`config.mk`:
```
export PLATFORM = sky130hd
export DESIGN_NAME = cart_wait_unit
export DESIGN_NICKNAME = d
export VERILOG_FILES = /design/src/rtl/cwu_pkg.sv /design/src/rtl/cwu_decode.sv /design/src/rtl/cwu_bank.sv /design/src/rtl/cwu_lookup.sv /design/src/rtl/cart_wait_unit.sv
export SDC_FILE = /design/constraint.sdc
export NUM_CORES = 1
export LEC_CHECK = 0
export ABC_AREA = 0
export BUFFER_PORTS_ARGS = -buffer_cell sky130_fd_sc_hd__buf_2
export CORE_MARGIN = 2
export CORE_UTILIZATION = 41
export DETAILED_ROUTE_END_ITERATION = 8
export GPL_TIMING_DRIVEN = 1
export HOLD_SLACK_MARGIN = 0.02
export PLACE_DENSITY = 0.55
export SETUP_SLACK_MARGIN = 0.1
export SYNTH_ARGS = -nofsm -noshare
export SYNTH_HDL_FRONTEND = slang
export SYNTH_HIERARCHICAL = 1
export SYNTH_SLANG_ARGS = --single-unit
```
`constraint.sdc`:
```
create_clock -name clk -period 15.88 [get_ports clk]
set_clock_uncertainty 0.15 [all_clocks]
set_input_delay 1.588 -clock clk [delete_from_list [all_inputs] [get_ports clk]]
set_output_delay 1.588 -clock clk [all_outputs]
set_load 0.01 [all_outputs]
```
`src/rtl/cwu_pkg.sv`:
```
`timescale 1ns/1ps
package cwu_pkg;
  localparam int LAT_W   = 5;
  localparam int NUM_ROM = 3;
  localparam logic [2:0] RG_SRAM = 3'd3;
  localparam logic [2:0] RG_XRAM = 3'd4;

  typedef struct packed {
    logic [LAT_W-1:0] n16;
    logic [LAT_W-1:0] s16;
    logic [LAT_W-1:0] n32;
    logic [LAT_W-1:0] s32;
  } lat_t;

  function automatic logic [LAT_W-1:0] first_wait(input logic [1:0] code);
    case (code)
      2'd0:    return LAT_W'(4);
      2'd1:    return LAT_W'(3);
      2'd2:    return LAT_W'(2);
      default: return LAT_W'(8);
    endcase
  endfunction

  function automatic logic [LAT_W-1:0] seq_wait(input int r, input logic short_sel);
    return short_sel ? LAT_W'(1) : LAT_W'(2 << r);
  endfunction

  function automatic lat_t rom_lat(input logic [1:0] code, input int r, input logic b);
    lat_t l;
    l.n16 = first_wait(code);
    l.s16 = seq_wait(r, b);
    l.n32 = l.n16 + l.s16 + LAT_W'(1);
    l.s32 = (l.s16 << 1) + LAT_W'(1);
    return l;
  endfunction

  function automatic lat_t sram_lat(input logic [1:0] code);
    lat_t l;
    l.n16 = first_wait(code);
    l.s16 = l.n16;
    l.n32 = (l.n16 << 1) + LAT_W'(1);
    l.s32 = l.n32;
    return l;
  endfunction

  function automatic lat_t rom_reset(input int r);
    lat_t l;
    l = '0;
    if (r < 2) begin
      l.n16 = LAT_W'(4);
      l.s16 = LAT_W'(2);
      l.n32 = LAT_W'(7);
      l.s32 = LAT_W'(5);
    end
    return l;
  endfunction

  function automatic lat_t xram_lat();
    lat_t l;
    l.n16 = LAT_W'(2);
    l.s16 = LAT_W'(2);
    l.n32 = LAT_W'(5);
    l.s32 = LAT_W'(5);
    return l;
  endfunction
endpackage

```
`src/rtl/cwu_decode.sv`:
```
`timescale 1ns/1ps
module cwu_decode
  import cwu_pkg::*;
#(
  parameter int CFG_W  = 16,
  parameter int PF_BIT = 14
) (
  input  logic [CFG_W-1:0] word,
  output lat_t             rom_o [NUM_ROM],
  output lat_t             sram_o,
  output logic             pf_o
);
  for (genvar r = 0; r < NUM_ROM; r++) begin : g_rom
    localparam int FLD_HI = 3 * r + 3;
    localparam int SEQ_B  = 3 * r + 4;
    assign rom_o[r] = rom_lat(word[FLD_HI -: 2], r, word[SEQ_B]);
  end

  assign sram_o = sram_lat(word[1:0]);
  assign pf_o   = word[PF_BIT];
endmodule

```
`src/rtl/cwu_bank.sv`:
```
`timescale 1ns/1ps
module cwu_bank
  import cwu_pkg::*;
(
  input  logic clk,
  input  logic rst,
  input  logic we,
  input  lat_t rom_d [NUM_ROM],
  input  lat_t sram_d,
  input  logic pf_d,
  output lat_t rom_q [NUM_ROM],
  output lat_t sram_q,
  output logic pf_q
);
  for (genvar r = 0; r < NUM_ROM; r++) begin : g_slot
    always_ff @(posedge clk) begin
      if (rst)     rom_q[r] <= rom_reset(r);
      else if (we) rom_q[r] <= rom_d[r];
    end
  end

  always_ff @(posedge clk) begin
    if (rst) begin
      sram_q <= '0;
      pf_q   <= 1'b0;
    end else if (we) begin
      sram_q <= sram_d;
      pf_q   <= pf_d;
    end
  end
endmodule

```
`src/rtl/cwu_lookup.sv`:
```
`timescale 1ns/1ps
module cwu_lookup
  import cwu_pkg::*;
#(
  parameter int BURST_W = 8,
  localparam int COST_W = LAT_W + 1 + BURST_W
) (
  input  logic               clk,
  input  logic               rst,
  input  lat_t               rom_q [NUM_ROM],
  input  lat_t               sram_q,
  input  logic               pf_q,
  input  logic [2:0]         region,
  input  logic               wide,
  input  logic               seq,
  input  logic               fetch,
  input  logic [BURST_W-1:0] len,
  output logic [LAT_W-1:0]   wait_o,
  output logic [COST_W-1:0]  burst_o
);
  lat_t               sel;
  logic               is_rom;
  logic [LAT_W-1:0]   wait_n;
  logic [COST_W-1:0]  burst_n;

  always_comb begin
    sel    = '0;
    is_rom = 1'b0;
    for (int r = 0; r < NUM_ROM; r++) begin
      if (region == 3'(r)) begin
        sel    = rom_q[r];
        is_rom = 1'b1;
      end
    end
    if (region == RG_SRAM) sel = sram_q;
    if (region == RG_XRAM) sel = xram_lat();
  end

  always_comb begin
    if (wide) wait_n = seq ? sel.s32 : sel.n32;
    else      wait_n = seq ? sel.s16 : sel.n16;
    if (fetch && pf_q && is_rom) wait_n = '0;
  end

  always_comb begin
    if (len == '0) begin
      burst_n = '0;
    end else begin
      burst_n = COST_W'(sel.n32) + COST_W'(1)
              + COST_W'(len - BURST_W'(1)) * (COST_W'(sel.s32) + COST_W'(1));
    end
  end

  always_ff @(posedge clk) begin
    if (rst) begin
      wait_o  <= '0;
      burst_o <= '0;
    end else begin
      wait_o  <= wait_n;
      burst_o <= burst_n;
    end
  end
endmodule

```
`src/rtl/cart_wait_unit.sv`:
```
`timescale 1ns/1ps
module cart_wait_unit
  import cwu_pkg::*;
#(
  parameter int CFG_W   = 16,
  parameter int BURST_W = 8,
  localparam int COST_W = LAT_W + 1 + BURST_W
) (
  input  logic               clk,
  input  logic               rst,
  input  logic               cfg_we,
  input  logic [CFG_W-1:0]   cfg_data,
  input  logic [2:0]         lk_region,
  input  logic               lk_wide,
  input  logic               lk_seq,
  input  logic               lk_fetch,
  input  logic [BURST_W-1:0] burst_len,
  output logic [LAT_W-1:0]   wait_cycles,
  output logic [COST_W-1:0]  burst_cycles
);
  lat_t dec_rom [NUM_ROM];
  lat_t dec_sram;
  logic dec_pf;
  lat_t tab_rom [NUM_ROM];
  lat_t tab_sram;
  logic tab_pf;

  cwu_decode #(.CFG_W(CFG_W)) i_decode (
    .word   (cfg_data),
    .rom_o  (dec_rom),
    .sram_o (dec_sram),
    .pf_o   (dec_pf)
  );

  cwu_bank i_bank (
    .clk    (clk),
    .rst    (rst),
    .we     (cfg_we),
    .rom_d  (dec_rom),
    .sram_d (dec_sram),
    .pf_d   (dec_pf),
    .rom_q  (tab_rom),
    .sram_q (tab_sram),
    .pf_q   (tab_pf)
  );

  cwu_lookup #(.BURST_W(BURST_W)) i_lookup (
    .clk     (clk),
    .rst     (rst),
    .rom_q   (tab_rom),
    .sram_q  (tab_sram),
    .pf_q    (tab_pf),
    .region  (lk_region),
    .wide    (lk_wide),
    .seq     (lk_seq),
    .fetch   (lk_fetch),
    .len     (burst_len),
    .wait_o  (wait_cycles),
    .burst_o (burst_cycles)
  );
endmodule

```
==> flow_summary_export.csv <==
group,metric,value,unit
run_status,status,"completed",
critical_path,cp-end-kind,"flip-flop",
logic_synthesis,synth_common_cells,"115 x nor2_1, 103 x inv_1, 100 x dfxtp_1",
critical_path,crit_fanout,32,
critical_path,path_cells,"buf_2 -> buf_4 -> mux4_2 -> a21o_1 -> ha_1 -> xnor2_1 -> nand2_1 -> fa_1 -> inv_1 -> fa_1 -> fa_1 -> inv_1 -> fa_1 -> inv_1 -> ha_1 -> a21oi_1 -> o211ai_1 -> o211ai_1 -> nand3_1 -> nor3b_1",
logic_synthesis,synth_warnings,6,
floorplan,core,18000,um^2
logic_synthesis,netlist-cell-type-count,53,
global_route,use_met1,20.7,%
detailed_routing,drcViolationCount,0,
sta,tightest_slew,0.938,ns
cts,clkTransAtPathRegs,0.08,ns
critical_path,cp.depth,20,
placed_design,gp_congestion,0.788,
sta,maxSlewViolCount,0,
finish,diodes,0,
logic_synthesis,ys_top_cells_by_area,"dfxtp_1 26%, fa_1 11%, mux2i_1 10%",
logic_synthesis,synthCells,802,
cts,clockRootBuffer,"clkbuf_16",
cts,cts_tree,"done",
critical_path,critPathMaxStageDelay,0.60,ns
floorplan,dieArea,19500,um^2
power_and_ir_drop,leakagePower,3.84,nW
critical_path,crit_required,15.96,ns
cts,cts_buffers,9,
sta,relSlewSlack,37.4,%
critical_path,path_class,"in2reg",
sta,min_period_over_period,45.5,%
cts,h-tree-depth,3,
finish,nets,943,
logic_synthesis,async_flop_share,0,%
cts,ctsHoldBuffers,0,
critical_path,critPathLaunchType,"input pin",
placed_design,place_hpwl,11400,um
hold_path,hold_class,"reg2reg",
detailed_routing,finalWirelength,15400,um
detailed_routing,drt-pass1-iter-count,4,
floorplan,initial_core_util,42.0,%
logic_synthesis,yosys_most_used_dff,"dfxtp_1",
sta,fmax,138,MHz
floorplan,die_y,140,um
critical_path,crit_path_top_delay_cell,"mux4_2",
logic_synthesis,synth_seq_cells,100,
logic_synthesis,netlist_area,7560,um^2
logic_synthesis,seq_area_frac_synth,26.5,%
critical_path,crit_top_cell,"fa_1",
global_route,grt_max_degree,85,
cts,post_cts_resized,0,
global_route,overflow,0,
sta,fin_crit,7.23,ns
power_and_ir_drop,power_density,93.0,nW/um^2
critical_path,cp_top_family,"adder cells",
logic_synthesis,synth_edf_count,0,
detailed_routing,num_vias,5066,
global_route,grt_usage,15.9,%
critical_path,cp.arrival,7.31,ns
detailed_routing,vias_per_cell,4.86,
floorplan,rows,49,
detailed_routing,routedWlPerCell,14.8,um
logic_synthesis,yosysMostFrequentCell,"nor2_1",
floorplan,io_pins,52,
sta,rsz0062_at_grt,"false",
run,cap_viol_max_count,0,
global_route,grt.busiest_layer,"met2",
sta,hold_viol_final,0,
power_and_ir_drop,p_total,0.733,mW
global_route,antenna_found_initial,0,
global_route,met3_usage,2.92,%
global_route,grt_pass1_wl,25000,um
hold_path,holdPathStages,2,
floorplan,dieWidth,140,um
critical_path,crit_buf_inv,5,
critical_path,r2r_cells,18,
finish,syn_to_final_growth,4.20,%
sta,fin_setup_tns,0,ns
finish,layout-drive-gt1-share,12.3,%
cts,cts_setup_buffers,0,
logic_synthesis,yosysTopAreaCellShare,26.5,%
placed_design,io_buffers,47,
logic_synthesis,synth_top_area_cell,"dfxtp_1",
global_route,grt_use_met2,26.9,%
logic_synthesis,syn_avg_cell_area,9.43,um^2
sta,finalSetupViolations,0,
power_and_ir_drop,ir_worst_vdd,0.0000736,V
detailed_routing,ant_nets,0,
detailed_routing,drtIter0Drc,237,
global_route,grt_pass1_vias,4945,
cts,cts_num_sinks,100,
cts,cts_buffer_depth,2,
cts,insertion_delay,0.36,ns
state kept, by name, summed over array words and instances (netlist names):
name	count
i_bank/rom_q	60
i_bank/sram_q	20
i_lookup/burst_o	14
i_lookup/wait_o	5
i_bank/pf_q	1
tightest hold or removal path, cell delays in order, from the launching register on:
cell and delay [ns]:
dfxtp_1 0.33, mux2i_1 0.06, nor2_1 0.07
path summary, 6_finish.rpt:
check	from	endpoint	slack, ns
hold reg to reg	i_bank/sram_q[14]$_SDFFE_PP0P_	i_bank/sram_q[14]$_SDFFE_PP0P_	0.34
hold / removal	i_bank/sram_q[14]$_SDFFE_PP0P_	i_bank/sram_q[14]$_SDFFE_PP0P_	0.34
setup / recovery	lk_region[0]	i_lookup/burst_o[13]$_SDFF_PP0_	8.65
setup reg to reg	i_bank/sram_q[0]$_SDFFE_PP0P_	i_lookup/burst_o[13]$_SDFF_PP0_	10.21
per-stage QoR:
stage	area [um^2]	util [%]	setup WS [ns]	hold slack [ns]	instances
floorplan	7650	-	9.14	0.301	825
global placement	7560	41.9	8.24	0.317	1027
detailed placement	7560	41.9	8.24	0.330	1027
CTS	7880	43.7	8.62	0.350	1043
global route	7880	43.7	8.24	0.372	1043
finish	7880	43.7	8.65	0.341	1043
per-layer routing:
| layer | up-vias | part of all wire, % |
|---|---|---|
| met4 | 0 | 2.1 |
| met3 | 22 | 3.3 |
| met1 | 2409 | 47 |
| met5 | - | 0 |
| met2 | 68 | 48 |
| li1 | 2567 | - |
where the power goes:
group | total, mW | switching, mW | internal [mW]
sequential | 0.281 | 0.00780 | 0.273
clock | 0.239 | 0.111 | 0.128
combinational | 0.213 | 0.121 | 0.0917
kinds of logic after synthesis:
kind of cell	after synthesis	synth area share (%)
DFF	100	26.5
muxes	101	15.6
adders and majority gates	101	20.8
xor gates and xnor gates	28	3.34
AOI/OAI and AO/OA	73	6.73
other	2	0.0993
buffers and inverters	181	13.6
and+or+nand+nor	216	13.4
placed cells by master, fill, tap and decap left out, drive strengths merged, types with 3 or more instances in the layout:
cell / netlist / routed
nor3b: 4 / 4
nand3: 9 / 9
nor2b: 25 / 25
a21oi: 16 / 16
nor2: 115 / 115
inv: 104 / 108
dfxtp: 100 / 100
nand2: 20 / 20
xor2: 9 / 9
ha: 60 / 60
mux4: 12 / 12
o21ai: 13 / 13
o211ai: 5 / 5
clkbuf: 12 / 9
and2: 8 / 8
a211oi: 3 / 3
o22ai: 4 / 4
conb: 2 / 25
buf: 65 / 50
a21o: 5 / 5
nand2b: 6 / 6
a211o: 15 / 15
or2: 3 / 3
fa: 41 / 41
mux2: 11 / 11
mux2i: 78 / 78
nor3: 14 / 14
or3: 4 / 4
xnor2: 19 / 19
o21a: 5 / 5
and2b: 3 / 3
area by class of cell:
class,instances,area [um^2]
Sequential cell,100,2000
Tap cell,229,287
Inverter,104,390
Timing Repair Buffer,50,260
Multi-Input combinational cell,544,4620
Fill cell,1837,10100
Clock inverter,7,97.6
Clock buffer,9,225
Note: power is estimated with default switching activity, not from simulation.
